[config.mk]
export PLATFORM = sky130hd
export DESIGN_NAME = fsf_top
export DESIGN_NICKNAME = d
export VERILOG_FILES = /design/src/rtl/fsf_pkg.sv /design/src/rtl/fsf_bytecnt.sv /design/src/rtl/fsf_queue.sv /design/src/rtl/fsf_readmux.sv /design/src/rtl/fsf_top.sv
export SDC_FILE = /design/constraint.sdc
export NUM_CORES = 1
export LEC_CHECK = 0
export ABC_AREA = 1
export ABC_CLOCK_PERIOD_IN_PS = 2800
export BUFFER_PORTS_ARGS = -buffer_cell sky130_fd_sc_hd__buf_2
export CAP_MARGIN = 5
export CORE_MARGIN = 2
export CORE_UTILIZATION = 56
export CTS_CLUSTER_SIZE = 14
export DETAILED_ROUTE_END_ITERATION = 16
export PLACE_DENSITY_LB_ADDON = 0.05
export SLEW_MARGIN = 30
export SYNTH_ARGS = -nofsm -noshare
export SYNTH_HDL_FRONTEND = slang
export SYNTH_SLANG_ARGS = --single-unit
[constraint.sdc]
create_clock -name clk -period 2.8 [get_ports clk]
set_input_delay 0.28 -clock clk [delete_from_list [all_inputs] [get_ports clk]]
set_output_delay 0.28 -clock clk [all_outputs]
set_load 0.05 [all_outputs]
[src/rtl/fsf_pkg.sv]
package fsf_pkg;
   // host read locations; the numbering is what software decodes
   localparam logic [2:0] LOC_STAT   = 3'd1;
   localparam logic [2:0] LOC_IMG2   = 3'd2;
   localparam logic [2:0] LOC_IMG3   = 3'd3;
   localparam logic [2:0] LOC_CNT_LO = 3'd6;
   localparam logic [2:0] LOC_CNT_HI = 3'd7;

   typedef logic [7:0] byte_t;

   // width of the upper count field at LOC_CNT_HI
   localparam int HI_FIELD_W = 6;
endpackage

[src/rtl/fsf_bytecnt.sv]
module fsf_bytecnt #(
   parameter int CNT_W = 14
) (
   input  logic             clk,
   input  logic             rst_n,
   input  logic             sof,
   input  logic             byte_stb,
   output logic [CNT_W-1:0] cnt_nx,
   output logic [CNT_W-1:0] cnt_q
);
   localparam logic [CNT_W-1:0] CNT_MAX = '1;

   logic [CNT_W-1:0] base;

   always_comb begin
      base   = sof ? '0 : cnt_q;
      cnt_nx = base;
      if (byte_stb && (base != CNT_MAX))
         cnt_nx = base + 1'b1;
   end

   always_ff @(posedge clk or negedge rst_n) begin
      if (!rst_n) cnt_q <= '0;
      else        cnt_q <= cnt_nx;
   end
endmodule

[src/rtl/fsf_queue.sv]
module fsf_queue #(
   parameter int DEPTH = 10,
   parameter int W     = 22,
   localparam int PW   = (DEPTH > 1) ? $clog2(DEPTH) : 1,
   localparam int OW   = $clog2(DEPTH + 1)
) (
   input  logic          clk,
   input  logic          rst_n,
   input  logic          flush,
   input  logic          push,
   input  logic          pop,
   input  logic [W-1:0]  din,
   output logic [W-1:0]  head,
   output logic [OW-1:0] occ,
   output logic          empty,
   output logic          dropped
);
   localparam bit POW2 = ((DEPTH & (DEPTH - 1)) == 0);

   logic [W-1:0]  mem [DEPTH];
   logic [PW-1:0] rd_ptr, wr_ptr, rd_nx, wr_nx;
   logic          full, accept;

   assign full    = (occ == OW'(DEPTH));
   assign empty   = (occ == '0);
   assign accept  = push && (!full || pop);
   assign dropped = push && full && !pop;
   assign head    = mem[rd_ptr];

   generate
      if (POW2) begin : g_pow2
         assign rd_nx = rd_ptr + 1'b1;
         assign wr_nx = wr_ptr + 1'b1;
      end else begin : g_wrap
         assign rd_nx = (rd_ptr == PW'(DEPTH - 1)) ? '0 : rd_ptr + 1'b1;
         assign wr_nx = (wr_ptr == PW'(DEPTH - 1)) ? '0 : wr_ptr + 1'b1;
      end
   endgenerate

   always_ff @(posedge clk) begin
      if (accept) mem[wr_ptr] <= din;
   end

   always_ff @(posedge clk or negedge rst_n) begin
      if (!rst_n) begin
         rd_ptr <= '0;
         wr_ptr <= '0;
         occ    <= '0;
      end else if (flush) begin
         rd_ptr <= '0;
         wr_ptr <= '0;
         occ    <= '0;
      end else begin
         if (accept) wr_ptr <= wr_nx;
         if (pop)    rd_ptr <= rd_nx;
         if (accept && !pop)      occ <= occ + 1'b1;
         else if (!accept && pop) occ <= occ - 1'b1;
      end
   end
endmodule

[src/rtl/fsf_readmux.sv]
module fsf_readmux
   import fsf_pkg::*;
#(
   parameter int CNT_W  = 14,
   parameter int STAT_W = 8
) (
   input  logic [2:0]        addr,
   input  logic              en,
   input  logic              empty,
   input  logic              ovf,
   input  logic [CNT_W-1:0]  head_cnt,
   input  logic [STAT_W-1:0] head_stat,
   input  byte_t             live1,
   input  byte_t             img2,
   input  byte_t             img3,
   output byte_t             data
);
   logic [CNT_W-1:0]      cnt_v;
   logic [HI_FIELD_W-1:0] hi_v;
   byte_t                 stat_byte;

   generate
      if (STAT_W == 8) begin : g_full_stat
         assign stat_byte = byte_t'(head_stat);
      end else begin : g_merge_stat
         assign stat_byte = {live1[7:STAT_W], head_stat};
      end
   endgenerate

   always_comb begin
      cnt_v = empty ? '0 : head_cnt;
      hi_v  = '0;
      hi_v[CNT_W-9:0] = cnt_v[CNT_W-1:8];
   end

   always_comb begin
      case (addr)
         LOC_STAT:   data = (en && !empty) ? stat_byte : live1;
         LOC_IMG2:   data = img2;
         LOC_IMG3:   data = img3;
         LOC_CNT_LO: data = en ? cnt_v[7:0] : img2;
         LOC_CNT_HI: data = en ? {ovf, !empty, hi_v} : img3;
         default:    data = '0;
      endcase
   end
endmodule

[src/rtl/fsf_top.sv]
module fsf_top
   import fsf_pkg::*;
#(
   parameter int DEPTH  = 10,
   parameter int CNT_W  = 14,
   parameter int STAT_W = 8
) (
   input  logic              clk,
   input  logic              rst_n,
   input  logic              fifo_en,
   input  logic              rx_sof,
   input  logic              rx_byte,
   input  logic              rx_eof,
   input  logic [STAT_W-1:0] rx_stat,
   input  logic              rd_en,
   input  logic [2:0]        rd_addr,
   input  logic [7:0]        live1_img,
   input  logic [7:0]        img2,
   input  logic [7:0]        img3,
   output logic [7:0]        rd_data
);
   localparam int EW = CNT_W + STAT_W;
   localparam int OW = $clog2(DEPTH + 1);

   generate
      if (CNT_W < 9 || CNT_W > 8 + HI_FIELD_W) begin : g_bad_cnt
         $error("fsf_top: CNT_W must lie in 9..14");
      end
      if (STAT_W < 1 || STAT_W > 8) begin : g_bad_stat
         $error("fsf_top: STAT_W must lie in 1..8");
      end
      if (DEPTH < 2) begin : g_bad_depth
         $error("fsf_top: DEPTH must be at least 2");
      end
   endgenerate

   logic [CNT_W-1:0] cnt_nx, cnt_q;
   logic [EW-1:0]    head;
   logic [OW-1:0]    occ;
   logic             empty, dropped, pop, push, ovf_q;

   fsf_bytecnt #(.CNT_W(CNT_W)) u_cnt (
      .clk      (clk),
      .rst_n    (rst_n),
      .sof      (rx_sof),
      .byte_stb (rx_byte),
      .cnt_nx   (cnt_nx),
      .cnt_q    (cnt_q)
   );

   assign pop  = rd_en && (rd_addr == LOC_STAT) && fifo_en && !empty;
   assign push = rx_eof && fifo_en;

   fsf_queue #(.DEPTH(DEPTH), .W(EW)) u_q (
      .clk     (clk),
      .rst_n   (rst_n),
      .flush   (!fifo_en),
      .push    (push),
      .pop     (pop),
      .din     ({rx_stat, cnt_nx}),
      .head    (head),
      .occ     (occ),
      .empty   (empty),
      .dropped (dropped)
   );

   always_ff @(posedge clk or negedge rst_n) begin
      if (!rst_n)       ovf_q <= 1'b0;
      else if (!fifo_en) ovf_q <= 1'b0;
      else if (dropped) ovf_q <= 1'b1;
   end

   fsf_readmux #(.CNT_W(CNT_W), .STAT_W(STAT_W)) u_mux (
      .addr      (rd_addr),
      .en        (fifo_en),
      .empty     (empty),
      .ovf       (ovf_q),
      .head_cnt  (head[CNT_W-1:0]),
      .head_stat (head[EW-1:CNT_W]),
      .live1     (live1_img),
      .img2      (img2),
      .img3      (img3),
      .data      (rd_data)
   );
endmodule

==> impl_metrics.env <==
export IMPL_status="completed"
export IMPL_grt_pass1_wl_um=43200
export IMPL_r2r_start="u_cnt.cnt_q[0]"
export IMPL_rsz0062_at_grt="yes"
export IMPL_syn_area_um2=11200
export IMPL_hold_start="rx_stat[5]"
export IMPL_setup_worst_path_start="u_q.rd_ptr[0]"
export IMPL_dpl_hpwl_um=16800
export IMPL_n_antenna_cell=0
export IMPL_drv_cap=0
export IMPL_worst_setup_path_type="reg2out"
export IMPL_cts_buffer_depth=3
export IMPL_slowest_delay_ns=0.56
export IMPL_crit_fanout=37
export IMPL_multiInputGateArea_um2=3380
export IMPL_root_buffer="clkbuf_16"
export IMPL_fmax_mhz=369
export IMPL_p_leak_uw=0.00545
export IMPL_worst_setup_path_end_kind="primary output"
export IMPL_yosys_warnings=0
export IMPL_synth_cells=1143
export IMPL_port_buffers=49
export IMPL_clk_pin_slew_ns=0.06
export IMPL_numClockSinks=247
export IMPL_setup_ws_ns=0.0871
export IMPL_crit_top_cell="nand3_1"
export IMPL_fillers=1559
export IMPL_grt_max_degree=78
export IMPL_gp_congestion=0.917
export IMPL_synth_edf_count=220
export IMPL_synth_area_leaders="edfxtp_1 (59%), nand2_1 (12%), dfrtp_1 (6.0%)"
export IMPL_report_power_total_uw=8420
export IMPL_fin_area_um2=13100
export IMPL_drive_above_1_share_pct=14.0
export IMPL_area_growth_pct=16.4
export IMPL_drc_errors=0
export IMPL_hold_ws_ns=0.0533
export IMPL_finalCritPeriodShare_pct=96.9
export IMPL_cts_buffers=26
export IMPL_cts_tree="done"
export IMPL_dr_first_iter_drc_count=693
export IMPL_die_width_um=146
export IMPL_cts_htree_levels=1
export IMPL_ys_seq_area_share_pct=64.9
export IMPL_syn_avg_cell_area_um2=9.82
export IMPL_skew_ns=0.0150
export IMPL_grt_pass1_vias=7743
export IMPL_ant_nets=0
export IMPL_dieArea_um2=21200
export IMPL_setup_viol_count_final=0
export IMPL_core_area_um2=19600
export IMPL_fin_nets=1265
export IMPL_drtPass1Iterations=5
export IMPL_synth_async_reset_ratio_pct=10.9
export IMPL_rows=51
export IMPL_wire_per_inst_um=19.1
export IMPL_dr_total_vias=8193
export IMPL_p_per_area_nw_per_um2=645
export IMPL_start_util_pct=57.3
export IMPL_min_period_ns=2.71
export IMPL_peakVddDrop_mv=0.534
export IMPL_synth_seq_cells=247
export IMPL_slowest_stage="dfrtp_4"
export IMPL_yosysMostFrequentCell="nand2_1"
export IMPL_synth_top_area_cell="edfxtp_1"
export IMPL_cp_start_kind="flop"
export IMPL_synth_common_cells="nand2_1 (372), edfxtp_1 (220), nor2_1 (141)"
export IMPL_synth_fp_nets=1191
export IMPL_grt_ovfl_total=0
export IMPL_max_slew_margin_pct=47.5
export IMPL_detailed_place_area_um2=12000
export IMPL_worstPathRequired_ns=2.52
export IMPL_pre_cts_slack_ns=0.197
export IMPL_layout_area_seq_um2=7290
export IMPL_yosysTopAreaCellShare_pct=58.8
export IMPL_cp_cell_sequence="inv_8 -> bufbuf_16 -> nand2_1 -> nand3_1 -> nand3_1 -> nand3_1 -> nand2_1 -> a21oi_1 -> nand3_1 -> buf_4"
export IMPL_grt_usage_pct=26.6
export IMPL_final_hold_viol_count=0
export IMPL_ys_flop_type="edfxtp_1"
export IMPL_die_h_um=146
export IMPL_io_pins=50
export IMPL_grt_antenna_before_repair=0
export IMPL_wirelength_um=28700
export IMPL_final_util_pct=66.7
export IMPL_drv_slew=0
export IMPL_ys_types=35
export IMPL_min_path_type="in2reg"
export IMPL_worst_endpoint_arrival_ns=2.43
export IMPL_clock_latency_ns=0.53
export IMPL_worst_pin_slew_ns=0.788
export IMPL_vias_per_cell=5.45
[cells by family after synthesis]
group,after synthesis,share of synthesized area (%)
flops,247,64.9
xor+xnor,12,0.936
fa+ha+maj,6,0.736
compound gates,82,4.24
buf+inv,152,5.66
simple gates,644,23.6
[area by class of cell]
| class | count | area share [%] |
|---|---|---|
| clock buffers | 37 | 5.68 |
| well taps | 265 | 2.54 |
| clock inverters | 11 | 0.920 |
| flip-flops and latches | 247 | 55.8 |
| repair buffers | 94 | 6.12 |
| inverters | 104 | 3.05 |
| multi-input cells | 744 | 25.9 |
[final timing paths]
| path | end | slack [ns] | depth (start not counted) |
|---|---|---|---|
| max reg2reg | u_q.mem[5][1] | 0.37 | 11 |
| min in group asynchronous | u_cnt.cnt_q[9] | 0.38 | 2 |
| min reg2reg | u_q.occ[0] | 0.54 | 1 |
| min | u_q.mem[5][19] | 0.05 | 1 |
| max | rd_data[2] | 0.09 | 10 |
| max in group asynchronous | u_q.rd_ptr[0] | 1.84 | 2 |
[routing by layer]
metal / routed length [um] / track usage [%] / vias to the layer above
met5: 0 / 0 / -
met4: 677 / 6.57 / 0
met3: 1840 / 3.48 / 48
met2: 14200 / 45.1 / 303
met1: 12000 / 36.9 / 3914
li1: - / - / 3928
[sequential cells by signal (all words and copies together) (netlist names)]
signal / flops
u_q.mem: 220
u_q.rd_ptr: 4
u_q.wr_ptr: 4
u_q.occ: 4
ovf_q: 1
u_cnt.cnt_q: 14
[report_power, final]
part | internal, uW | switching, uW | total [uW] | leakage, uW
Clock | 2030 | 1390 | 3420 | 0.000422
Combinational | 278 | 599 | 876 | 0.00262
Sequential | 4080 | 42.0 | 4130 | 0.00240
[cells in the final DEF (no fill, tap or decap), types with 6 or more instances in the layout]
cell | synthesis | final
edfxtp_1 | 220 | 220
nand2_2 | 6 | 8
dfrtp_1 | 27 | 26
nor2_1 | 141 | 136
a21oi_1 | 17 | 17
buf_4 | 3 | 32
a22o_1 | 6 | 6
buf_2 | 25 | 42
nand2_1 | 372 | 370
clkbuf_1 | 13 | 6
o21ai_0 | 37 | 37
o211ai_1 | 7 | 7
xor2_1 | 7 | 7
nor2_2 | 3 | 7
clkbuf_16 | 0 | 28
inv_1 | 99 | 98
nand3_1 | 101 | 100
[worst max-delay path: cells and delay by family (launching register included)]
kind / cells / cell delay (ns)
AOI/OAI and AO/OA: 1 / 0.14
DFF: 1 / 0.56
buffers and inverters: 3 / 0.69
and+or+nand+nor: 6 / 0.50
[timing repair]
action | CTS | global route
hold buffers | 1 | 0
buffers inserted | 0 | 1
setup endpoints to repair | 8 | 48
hold endpoints to repair | 27 | 0
cloned | 1 | 2
pin swaps | 0 | 0
resized for setup | 11 | 18
[per-stage QoR]
step / TNS (ns) / cells
after global routing: -0.0774 / 1502
after global placement: 0 / 1449
after CTS: 0 / 1499
after detailed placement: 0 / 1449
after floorplan: -15.58 / 1143
final: 0 / 1502
No activity file was read; power rests on OpenSTA's default activity.
